<file path="src/rtl/spi_irq_pkg.sv">
package spi_irq_pkg;

  localparam int SRC_COUNT = 7;

  // Next value of one sticky status bit: wipe dominates, then set beats clear.
  function automatic logic sticky_bit(input logic cur, input logic rise,
                                      input logic clr, input logic wipe);
    return wipe ? 1'b0 : ((cur & ~clr) | rise);
  endfunction

  // Interrupt level from global enable, status and per-source enables.
  function automatic logic irq_any(input logic gie, input logic [31:0] st,
                                   input logic [31:0] en);
    return gie & (|(st & en));
  endfunction

endpackage

</file>
<file path="src/rtl/irq_src_capture.sv">
module irq_src_capture #(
  parameter int NUM_SRC = 7
) (
  input  logic               clk,
  input  logic               rst_n,
  input  logic [NUM_SRC-1:0] evt_in,
  input  logic [NUM_SRC-1:0] clr_vec,
  input  logic               wipe,
  output logic [NUM_SRC-1:0] status,
  output logic [NUM_SRC-1:0] rise_vec
);
  import spi_irq_pkg::*;

  logic [NUM_SRC-1:0] evt_q;

  always_ff @(posedge clk or negedge rst_n) begin
    if (!rst_n) evt_q <= '0;
    else        evt_q <= evt_in;
  end

  assign rise_vec = evt_in & ~evt_q;

  for (genvar i = 0; i < NUM_SRC; i++) begin : g_bit
    always_ff @(posedge clk or negedge rst_n) begin
      if (!rst_n) status[i] <= 1'b0;
      else        status[i] <= sticky_bit(status[i], rise_vec[i] & ~wipe,
                                          clr_vec[i], wipe);
    end
  end

endmodule

</file>
<file path="src/rtl/soft_reset_gen.sv">
module soft_reset_gen #(
  parameter int RST_CYCLES = 4
) (
  input  logic clk,
  input  logic rst_n,
  input  logic key_hit,
  output logic core_rst,
  output logic wipe
);
  localparam int CNT_W = $clog2(RST_CYCLES + 1);
  localparam logic [CNT_W-1:0] LOAD = CNT_W'(RST_CYCLES);

  logic [CNT_W-1:0] cnt;
  logic             busy;

  assign busy = (cnt != '0);

  always_ff @(posedge clk or negedge rst_n) begin
    if (!rst_n)               cnt <= '0;
    else if (busy)            cnt <= cnt - 1'b1;
    else if (key_hit)         cnt <= LOAD;
  end

  assign core_rst = busy;
  assign wipe     = busy | key_hit;

endmodule

</file>
<file path="src/rtl/spi_irq_ctrl.sv">
module spi_irq_ctrl #(
  parameter int NUM_SRC    = spi_irq_pkg::SRC_COUNT,
  parameter int ADDR_W     = 8,
  parameter int DATA_W     = 32,
  parameter int RST_CYCLES = 4,
  parameter logic [ADDR_W-1:0] OFS_GIE = 8'h1C,
  parameter logic [ADDR_W-1:0] OFS_STS = 8'h20,
  parameter logic [ADDR_W-1:0] OFS_ENA = 8'h28,
  parameter logic [ADDR_W-1:0] OFS_RST = 8'h40,
  parameter logic [DATA_W-1:0] RST_KEY = 32'h0000_000A
) (
  input  logic              clk,
  input  logic              rst_n,
  input  logic              reg_sel,
  input  logic              reg_wr,
  input  logic [ADDR_W-1:0] reg_addr,
  input  logic [DATA_W-1:0] reg_wdata,
  output logic [DATA_W-1:0] reg_rdata,
  input  logic [NUM_SRC-1:0] evt_in,
  output logic              irq_out,
  output logic              core_rst
);
  import spi_irq_pkg::*;

  localparam int GIE_BIT = DATA_W - 1;

  logic               wr_any, wr_gie, wr_sts, wr_ena, wr_rst;
  logic               key_hit, wipe, gie;
  logic [NUM_SRC-1:0] clr_vec, rise_vec, status, en;

  assign wr_any  = reg_sel & reg_wr;
  assign wr_gie  = wr_any & (reg_addr == OFS_GIE);
  assign wr_sts  = wr_any & (reg_addr == OFS_STS);
  assign wr_ena  = wr_any & (reg_addr == OFS_ENA);
  assign wr_rst  = wr_any & (reg_addr == OFS_RST);
  assign key_hit = wr_rst & (reg_wdata == RST_KEY);
  assign clr_vec = wr_sts ? reg_wdata[NUM_SRC-1:0] : '0;

  irq_src_capture #(.NUM_SRC(NUM_SRC)) u_cap (
    .clk(clk), .rst_n(rst_n), .evt_in(evt_in), .clr_vec(clr_vec),
    .wipe(wipe), .status(status), .rise_vec(rise_vec)
  );

  soft_reset_gen #(.RST_CYCLES(RST_CYCLES)) u_srst (
    .clk(clk), .rst_n(rst_n), .key_hit(key_hit),
    .core_rst(core_rst), .wipe(wipe)
  );

  always_ff @(posedge clk or negedge rst_n) begin
    if (!rst_n)      gie <= 1'b0;
    else if (wr_gie) gie <= reg_wdata[GIE_BIT];
  end

  always_ff @(posedge clk or negedge rst_n) begin
    if (!rst_n)      en <= '0;
    else if (wipe)   en <= '0;
    else if (wr_ena) en <= reg_wdata[NUM_SRC-1:0];
  end

  always_comb begin
    reg_rdata = '0;
    if (reg_addr == OFS_GIE)      reg_rdata[GIE_BIT] = gie;
    else if (reg_addr == OFS_STS) reg_rdata[NUM_SRC-1:0] = status;
    else if (reg_addr == OFS_ENA) reg_rdata[NUM_SRC-1:0] = en;
  end

  assign irq_out = irq_any(gie, 32'(status), 32'(en));

endmodule

</file>
<file path="config.mk">
export PLATFORM = sky130hd
export DESIGN_NAME = spi_irq_ctrl
export DESIGN_NICKNAME = d
export VERILOG_FILES = /design/src/rtl/spi_irq_pkg.sv /design/src/rtl/irq_src_capture.sv /design/src/rtl/soft_reset_gen.sv /design/src/rtl/spi_irq_ctrl.sv
export SDC_FILE = /design/constraint.sdc
export NUM_CORES = 1
export LEC_CHECK = 0
export BUFFER_PORTS_ARGS = -buffer_cell sky130_fd_sc_hd__buf_4
export CORE_MARGIN = 1.5
export CORE_UTILIZATION = 41
export CTS_BUF_LIST = sky130_fd_sc_hd__clkbuf_4
export DETAILED_ROUTE_END_ITERATION = 8
export HOLD_SLACK_MARGIN = 0.12
export PLACE_DENSITY = 0.84
export SYNTH_ARGS = -nofsm -noshare
export SYNTH_HDL_FRONTEND = slang
export SYNTH_SLANG_ARGS = --single-unit
</file>
<file path="constraint.sdc">
create_clock -name clk -period 1.51 [get_ports clk]
set_input_delay 0.2265 -clock clk [delete_from_list [all_inputs] [get_ports clk]]
set_output_delay 0.2265 -clock clk [all_outputs]
set_load 0.1 [all_outputs]
</file>
After elaboration in Yosys (flattened, before gate mapping) --
Cells that the tools add are included.
Word-level totals: register bits 25, output and inout port bits 34
Operators by class: $add $sub $neg 1, eq/ne operators 5, muxes and demuxes 16, bitwise logic cells 40, reductions and logical operators 4
Operator list (count):
- 7-bit 2-to-1 mux | 6
- 32-bit by 4-bit == test with 1-bit output, second input constant | 1
- 32-bit OR reduction | 1
- 1-bit bitwise AND | 21
- 8-bit by 6-bit == test with 1-bit output, second input constant | 2
- 7-bit bitwise AND | 2
- 8-bit by 5-bit == test with 1-bit output, second input constant | 1
- 8-bit by 7-bit == test with 1-bit output, second input constant | 1
- 1-bit 2-to-1 mux | 8
- 1-bit NOT | 8
- 1-bit OR | 8
- 7-bit NOT | 1
- 3-bit 2-to-1 mux | 2
- 2-bit nonzero test | 2
- 3-bit nonzero test | 1
- 3-bit by 1-bit subtractor with 3-bit output, second input constant | 1

Longest topological paths before layout --
Gate-level depths: netlist (run 1).
depth in word-level cells 8, mapped depth 6, depth with buffers taken out 4

Cells and area by module --
Synthesis (run 1) repeated with hierarchy kept, for this count alone.
Unflattened totals: cells, all modules 151, area, all modules 1629.1 um^2
Modules (own cells, without submodules):
- spi_irq_ctrl | times used 1, cells an instance 100, area each 909.6 um^2, seq. area each 200.2 um^2
- irq_src_capture | times used 1, cells an instance 35, area each 560.5 um^2, seq. area each 350.3 um^2
- soft_reset_gen | times used 1, cells an instance 16, area each 158.9 um^2, seq. area each 75.1 um^2

Worst setup path before layout (run 1) --
Ideal clock, no wire load.
path kind input-to-output, start point input port reg_addr[7], end point output port reg_rdata[31], arrival 3537 ps, required time 1283 ps, setup slack -2254 ps, stages 2, buffers on the path 0, path through nor3_1 > nor4b_1
Between the ends: longest elaborated chain between the ends 2
RTL lines:
- start: declaration | RTL line spi_irq_ctrl.sv:16 | input logic [ADDR_W-1:0] reg_addr,
- 8-bit by 5-bit == test with 1-bit output | RTL line spi_irq_ctrl.sv:62 | if (reg_addr == OFS_GIE) reg_rdata[GIE_BIT] = gie;
- 1-bit 2-to-1 mux | RTL line spi_irq_ctrl.sv:62
- end: declaration | RTL line spi_irq_ctrl.sv:18 | output logic [DATA_W-1:0] reg_rdata,
Every way passes these cells.

Worst setup path after layout (run 1) --
start point register en[2], end point output port irq_out
Between the ends: longest elaborated chain between the ends 3
RTL lines:
- start: declaration | RTL line spi_irq_ctrl.sv:29 | logic [NUM_SRC-1:0] clr_vec, rise_vec, status, en;
- start signal: assignment | RTL line spi_irq_ctrl.sv:57 | else if (wr_ena) en <= reg_wdata[NUM_SRC-1:0];
- 7-bit bitwise AND | RTL line spi_irq_pkg.sv:14 | return gie & (|(st & en));
- 32-bit OR reduction | RTL line spi_irq_pkg.sv:14
- 1-bit bitwise AND | RTL line spi_irq_pkg.sv:14
- end: declaration | RTL line spi_irq_ctrl.sv:20 | output logic irq_out,
Every way passes these cells.

==> results of run 1 <==
## worst max-delay path, stage by stage, from the launching register on
cell      delay [ns]
dfrtp_1         0.40
a222oi_1        0.37
buf_4           0.18
a31oi_4         0.09
buf_12          0.19
## cells by family after synthesis
| group | share of synthesized area (%) |
|---|---|
| compound gates | 8.989 |
| buf+inv | 15.15 |
| flops | 42.81 |
| mux | 5.565 |
| other cells | 0.2566 |
| simple gates | 27.23 |
## synth_stat cells, types with 3 or more instances
master	count	area, um2
clkbuf_1	3	11.26
a21oi_1	7	35.03
mux2i_1	7	70.07
a22oi_1	3	22.52
nor2_1	4	15.01
nand4_1	9	56.30
nor4_1	7	43.79
nor2b_1	8	50.05
dfrtp_1	25	625.6
a22o_1	6	52.55
nor3_1	15	75.07
nand2_1	6	22.52
buf_4	24	180.2
buf_2	3	15.01
nor4b_1	4	35.03
## state kept, by name, summed over array words and instances (netlist names)
register and flops:
en 7, u_cap.status 7, gie 1, u_cap.evt_q 7, u_srst.cnt 3
## power groups by stage
stage          registers, uW  logic [uW]  clock network, uW
6_report                 691         512                316
5_1_grt                  693         533                359
4_1_cts                  691         507                327
3_5_place_dp             704         479                  0
3_3_place_gp             703         474                  0
2_1_floorplan            703         356                  0
## layout make-up
type	instances	area [um2]	area share [%]
Clock buffer	4	30.03	1.211
Inverter	1	3.754	0.1514
Multi-Input combinational cell	115	828.3	33.40
Sequential cell	25	625.6	25.23
Tap cell	46	57.56	2.321
Timing Repair Buffer	102	934.6	37.69
## timing repair
action	in CTS	in global routing
pin swaps	4	2
gates resized for setup	36	3
setup buffers	1	5
endpoints found under the hold margin	32	0
cloned	0	0
endpoints found under the setup margin	10	11
hold buffers	8	0
## per-layer routing
layer | vias to the layer above | part of all wire [%] | GRT usage (%)
li1 | 703 | - | -
met2 | 79 | 50 | 37.77
met4 | 0 | 1.2 | 6.667
met1 | 691 | 41 | 26.21
met5 | - | 0 | 0
met3 | 6 | 7.9 | 5.586
## how the worst min path moves through the flow
stage	startpoint	end
after floorplan	rst_n	en[0]
after global placement	rst_n	u_cap.evt_q[2]
after detailed placement	rst_n	u_cap.evt_q[2]
after CTS	reg_wdata[31]	gie
after global routing	reg_wdata[31]	gie
final	reg_wdata[31]	gie
## per-stage QoR
step | worst slack, ns | cells
after CTS | -0.2759 | 288
after floorplan | -0.1975 | 172
final | -0.2692 | 293
after global routing | -0.3064 | 293
after global placement | -0.2126 | 275
after detailed placement | -0.2220 | 275
==> impl_metrics.csv, run 1 <==
group,metric,value,unit
run_status,status,"complete, but fails checks",
run_status,violations,"negative setup slack",
hold_path,min-delay-path-class,"input pin to flip-flop",
synthesis,syn_avg_cell_area,9.808,um2
cts,clock_latency,0.31,ns
sta,min_period_over_period,117.8,%
power,ir_worst_vdd,0.4065,mV
hold_path,whs_path_depth,2,
power,intPower,960.2,uW
die,die_h,62.70,um
sta,rsz0062_at_grt,"true",
die,core-area,3390,um2
global_routing,grt_overflow,0,
cts,cts_buffers,3,
die,die-area,3931,um2
critical_path,cp_max_fo,2,
final_layout,final_cell_area,2480,um2
critical_path,worstSetupEndpoint,"irq_out",
global_routing,grt_max_degree,26,
sta,period_minus_slack,1.779,ns
sta,layout_setup_ws,-0.2692,ns
sta,fmax,0.5621,GHz
synthesis,seq_area_frac_synth,42.81,%
critical_path,path_class,"flip-flop to primary output",
sta,finalHoldWorstSlack,0.1746,ns
final_layout,fill_cells,250,
final_layout,layout.nets,299,
sta,skew,0.004973,ns
cts,cts.htree.levels,1,
power,power_density,612.6,nW/um2
synthesis,yosysUniqueCellTypes,31,
power,comb_power_share,33.7,%
final_layout,area_delta_synth_final,69.69,%
die,io_pins,85,
power,p_leak,0.001204,uW
routing,wl_per_cell,14.16,um
cts,clock-sinks,25,
routing,dr.pass1.iters,4,
routing,vias,1479,
final_layout,final_cell_mix,"buf_4 (80), dfrtp_1 (25), conb_1 (24)",
routing,ant_nets,0,
critical_path,crit_path_start,"en[2]",
critical_path,rr_worst_depth,3,
global_routing,antenna_found_initial,0,
placement,place_congestion,0.7956,
critical_path,reg2reg_slack,0.02,ns
cts,cts_root_buf,"clkbuf_4",
global_routing,grt_first_pass_wirelength,6900,um
critical_path,r2r_start,"u_srst.cnt[2]",
critical_path,end_kind,"primary output",
job,drv_cap,0,
placement,port_buffers,60,
routing,vias_per_cell,5.048,
sta,finalSetupTns,-0.8091,ns
synthesis,synth_area,1461,um2
die,initial_utilization,43.12,%
placement,postPlaceCellArea,2155,um2
final_layout,fin_util,73.16,%
placement,dp_hpwl,3015,um
die,num_rows,21,
global_routing,grt_pass1_vias,1530,
critical_path,arrival,1.55,ns
power,clkPwrFrac,20.8,%
power,power,1519,uW
synthesis,yosysWarnings,0,
routing,drc,0,
synthesis,synth_edf_count,0,
critical_path,start_kind,"flip-flop",
sta,hold_violations,0,
cts,cts.path.max_buffers,2,
power,switching_power,558.9,uW
final_layout,mostFrequentLayoutCell,"buf_4",
critical_path,r2r-end,"u_srst.cnt[2]",
cts,clk_pin_slew,0.13,ns
power,p_seq_share,45.5,%
critical_path,worstPathRequired,1.28,ns
routing,routed_wl,4148,um
sta,setup_viol,9,
routing,drt_iter0_drc,60,
final_layout,drive_gt1_share,47.77,%
final_layout,n_antenna_cell,0,
power,swShare,36.79,%
synthesis,ys.flop_type,"dfrtp_1",
synthesis,async_flop_share,100.0,%
global_routing,grt_use_total,21.68,%
synthesis,synth-seq-cells,25,
sta,slew_viol_final,0,
cts,cts_tree,"yes",
synthesis,synthCells,149,
die,die_x,62.70,um
Note: power is estimated with default switching activity, not from simulation.
==> run 2: changes to the inputs <==
Settings changed: BUFFER_PORTS_ARGS -buffer_cell sky130_fd_sc_hd__buf_4 to -buffer_cell sky130_fd_sc_hd__buf_2.
==> impl_metrics.csv, run 2 (same netlist as run 1, synthesis figures left out) <==
group,metric,value,unit
run_status,status,"complete, but fails checks",
run_status,violations,"negative setup slack",
final_layout,layout.nets,304,
cts,cts_buffers,3,
sta,worstMarginPinSlew,0.5697,ns
sta,slew_viol_final,0,
power,power_density,608.3,nW/um2
routing,vias_per_cell,4.940,
hold_path,min-delay-path-class,"input pin to flip-flop",
cts,clk_pin_slew,0.14,ns
routing,routed_wl,4153,um
final_layout,fill_cells,249,
critical_path,cp_max_fo,2,
placement,place_congestion,0.8400,
final_layout,mostFrequentLayoutCell,"buf_2",
critical_path,worstPathRequired,1.28,ns
sta,rsz0062_at_grt,"true",
critical_path,start_kind,"flip-flop",
final_layout,top_regs,"en (7), u_cap.evt_q (7), u_cap.status (7)",
power,p_leak,0.001206,uW
die,num_rows,21,
cts,cts.path.max_buffers,2,
sta,fmax,0.5689,GHz
sta,finalSetupTns,-0.6798,ns
critical_path,arrival,1.53,ns
global_routing,grt_use_total,21.15,%
sta,period_minus_slack,1.758,ns
final_layout,n_antenna_cell,0,
job,drv_cap,0,
die,die_x,62.70,um
die,die_h,62.70,um
die,core-area,3390,um2
cts,cts_tree,"yes",
global_routing,grt_max_degree,26,
sta,hold_violations,0,
cts,cts.htree.levels,1,
final_layout,drive_gt1_share,49.60,%
sta,slew_headroom,62.02,%
die,die-area,3931,um2
global_routing,grt_first_pass_wirelength,6693,um
placement,dp_hpwl,2963,um
global_routing,antenna_found_initial,0,
cts,clock_latency,0.31,ns
power,ir_worst_vdd,0.5038,mV
placement,port_buffers,60,
routing,drc,0,
die,io_pins,85,
routing,ant_nets,0,
global_routing,grt_pass1_vias,1458,
final_layout,final_cell_mix,"buf_2 (46), buf_4 (36), dfrtp_1 (25)",
routing,wl_per_cell,13.94,um
routing,dr.pass1.iters,4,
sta,setup_viol,8,
critical_path,path_class,"flip-flop to primary output",
sta,min_period_over_period,116.4,%
sta,layout_setup_ws,-0.2477,ns
final_layout,fin_util,71.72,%
final_layout,area_delta_synth_final,66.35,%
global_routing,grt_overflow,0,
routing,drt_iter0_drc,82,
die,initial_utilization,43.12,%
sta,skew,0.006101,ns
cts,cts_root_buf,"clkbuf_4",
critical_path,end_kind,"primary output",
routing,vias,1472,
cts,clock-sinks,25,
## run 2: power breakdown
group | internal (uW) | switching (uW)
sequential | 684 | 6.77
combinational | 132 | 361
clock | 99.0 | 196
total | 915 | 564
## run 2: cell type report
| class | instances | area [um2] | area share, % |
|---|---|---|---|
| Sequential cell | 25 | 625.6 | 25.73 |
| Clock buffer | 3 | 22.52 | 0.9264 |
| Timing Repair Buffer | 107 | 872.1 | 35.87 |
| Tap cell | 46 | 57.56 | 2.367 |
| Clock inverter | 1 | 5.005 | 0.2059 |
| Multi-Input combinational cell | 115 | 844.6 | 34.74 |
| Inverter | 1 | 3.754 | 0.1544 |
## run 2: path summary, 6_finish.rpt
kind / from / end / slack, ns / depth (start not counted)
setup / recovery: u_cap.status[2] / irq_out / -0.25 / 4
hold / removal: reg_wdata[31] / gie / 0.17 / 2
min in group asynchronous: rst_n / u_cap.evt_q[0] / 0.42 / 2
hold reg to reg: gie / gie / 0.55 / 1
max in group asynchronous: rst_n / en[2] / 0.72 / 2
setup reg to reg: u_srst.cnt[2] / u_srst.cnt[2] / 0.04 / 3
## run 2: routing by layer
layer / wire [um] / track usage (%) / vias up / part of all wire, %
met2: 2125 / 37.77 / 71 / 51
met3: 263 / 3.784 / 6 / 6.3
met5: 0 / 0 / - / 0
met1: 1721 / 26.82 / 687 / 41
li1: - / - / 708 / -
met4: 43 / 4.167 / 0 / 1.0
## run 2: critical path, stage by stage (launching register included)
cell and delay, ns:
dfrtp_1 0.41, a222oi_1 0.35, buf_4 0.18, a31oi_4 0.09, buf_12 0.19
## run 2: timing repair
action                                  4_1_cts  5_1_grt
gates resized for setup                      18        9
cloned                                        0        0
hold buffers                                  8        0
buffers inserted                              5        4
pin swaps                                     5        5
endpoints found under the hold margin        32        0
endpoints found under the setup margin       10       11
## run 2: metrics by stage
stage | hold slack [ns] | power, uW | setup WS, ns | cells | cell area (um2)
6_report | 0.1722 | 1479 | -0.2477 | 298 | 2431
5_1_grt | 0.1570 | 1546 | -0.3193 | 298 | 2431
4_1_cts | 0.1699 | 1479 | -0.2554 | 294 | 2369
3_5_place_dp | 0.2498 | 1152 | -0.2004 | 277 | 2140
3_3_place_gp | 0.2392 | 1146 | -0.1055 | 277 | 2140
2_1_floorplan | -0.06909 | 1059 | -0.1975 | 172 | 1663
==> run 3: changes to the inputs <==
Settings changed: CORE_MARGIN 1.5 to 8, PLACE_DENSITY 0.84 to 0.79.
==> impl_metrics.csv, run 3 (same netlist as run 1, synthesis figures left out) <==
group,metric,value,unit
hold_path,min-delay-path-class,"input pin to flip-flop",
sta,skew,0.003100,ns
sta,layout_setup_ws,-0.2469,ns
global_routing,grt_pass1_vias,1494,
global_routing,grt_use_total,16.04,%
power,power,1491,uW
placement,dp_hpwl,3617,um
sta,setup_viol,8,
global_routing,grt_max_degree,26,
critical_path,start_kind,"flip-flop",
routing,dr.pass1.iters,4,
critical_path,worstPathRequired,1.28,ns
sta,slew_viol_final,0,
sta,period_minus_slack,1.757,ns
routing,vias,1463,
die,initial_utilization,43.12,%
power,p_leak,0.001193,uW
final_layout,fin_util,70.80,%
cts,cts.path.max_buffers,2,
routing,vias_per_cell,4.943,
die,core-area,3390,um2
cts,cts_buffers,3,
final_layout,drive_gt1_share,48.80,%
routing,routed_wl,4621,um
routing,drt_iter0_drc,70,
global_routing,antenna_found_initial,0,
sta,min_period_over_period,116.4,%
die,io_pins,85,
die,die_h,75.70,um
placement,place_congestion,0.7951,
die,num_rows,21,
routing,wl_per_cell,15.61,um
cts,clock_latency,0.32,ns
global_routing,grt_overflow,0,
run_status,status,"complete, but fails checks",
critical_path,arrival,1.53,ns
final_layout,final_cell_mix,"buf_2 (46), buf_4 (33), dfrtp_1 (25)",
cts,cts.htree.levels,1,
critical_path,crit_path_start,"en[2]",
critical_path,path_class,"flip-flop to primary output",
final_layout,top_regs,"en (7), u_cap.evt_q (7), u_cap.status (7)",
cts,clock-sinks,25,
power,ir_worst_vdd,0.7310,mV
critical_path,end_kind,"primary output",
sta,hold_violations,0,
sta,slew_headroom,63.04,%
final_layout,n_antenna_cell,0,
final_layout,area_delta_synth_final,64.21,%
critical_path,cp_max_fo,2,
power,power_density,621.2,nW/um2
job,drv_cap,0,
final_layout,mostFrequentLayoutCell,"buf_2",
sta,rsz0062_at_grt,"true",
hold_path,hold_path.startpoint,"reg_wdata[31]",
run_status,violations,"negative setup slack",
global_routing,grt_first_pass_wirelength,7038,um
sta,fmax,0.5692,GHz
die,die_x,75.70,um
cts,clk_pin_slew,0.13,ns
critical_path,r2r_start,"u_srst.cnt[2]",
final_layout,layout.nets,302,
sta,worstMarginPinSlew,0.5544,ns
cts,cts_root_buf,"clkbuf_4",
routing,ant_nets,0,
routing,drc,0,
cts,cts_tree,"yes",
placement,port_buffers,60,
die,die-area,5730,um2
-- run 3: changes by cell type in the layout (fill, tap and decap cells not counted), sizes merged --
| cell | delta |
|---|---|
| buf | -2 |
| clkbuf | +1 |
| clkinv | -1 |
-- run 3: worst max-delay path, cell delays in order, from the launching register on --
cell      delay, ns
dfrtp_1        0.40
a222oi_1       0.43
a31oi_2        0.17
buf_6          0.21
-- run 3: final cells by class --
class / instances / area (um2)
clock buffers: 4 / 30.03
fillers: 256 / 989.7
inverters: 1 / 3.754
multi-input cells: 115 / 830.8
flip-flops and latches: 25 / 625.6
well taps: 46 / 57.56
repair buffers: 105 / 852.1
-- run 3: path summary, 6_finish.rpt --
kind                       cells past startpoint  slack (ns)         endpoint
max                                            3       -0.25          irq_out
min                                            2        0.17              gie
max reg2reg                                    3        0.03    u_srst.cnt[2]
min reg2reg                                    3        0.55  u_cap.status[4]
max in group asynchronous                      2        0.73            en[1]
min in group asynchronous                      2        0.42   u_cap.evt_q[1]
-- run 3: timing repair --
item	CTS	global route
buffers inserted	3	4
gates resized for setup	17	8
pin swaps	7	8
endpoints found under the hold margin	32	0
hold buffers	8	0
setup endpoints to repair	11	10
-- run 3: report_power, final --
group	internal (uW)	switching (uW)	total (uW)
Combinational	126	357	484
Clock	121	194	316
Sequential	684	7.39	692
Total	932	559	1490
-- run 3: per-stage QoR --
stage	area (um2)	setup slack, ns	cells	hold slack, ns	setup TNS, ns
finish	2400	-0.2469	296	0.1712	-0.6280
global placement	2140	-0.1304	277	0.2380	-1.694
detailed placement	2140	-0.1721	277	0.2440	-2.518
CTS	2342	-0.2673	292	0.1588	-0.8434
global route	2400	-0.3005	296	0.1586	-0.9598
floorplan	1663	-0.1975	172	-0.06909	-0.8175
-- run 3: per-layer routing --
layer	track usage (%)	up-vias	share of wire, %
li1	-	708	-
met1	18.81	673	37
met2	28.38	78	49
met3	3.947	4	14
met4	4.051	0	0.67
met5	0	-	0
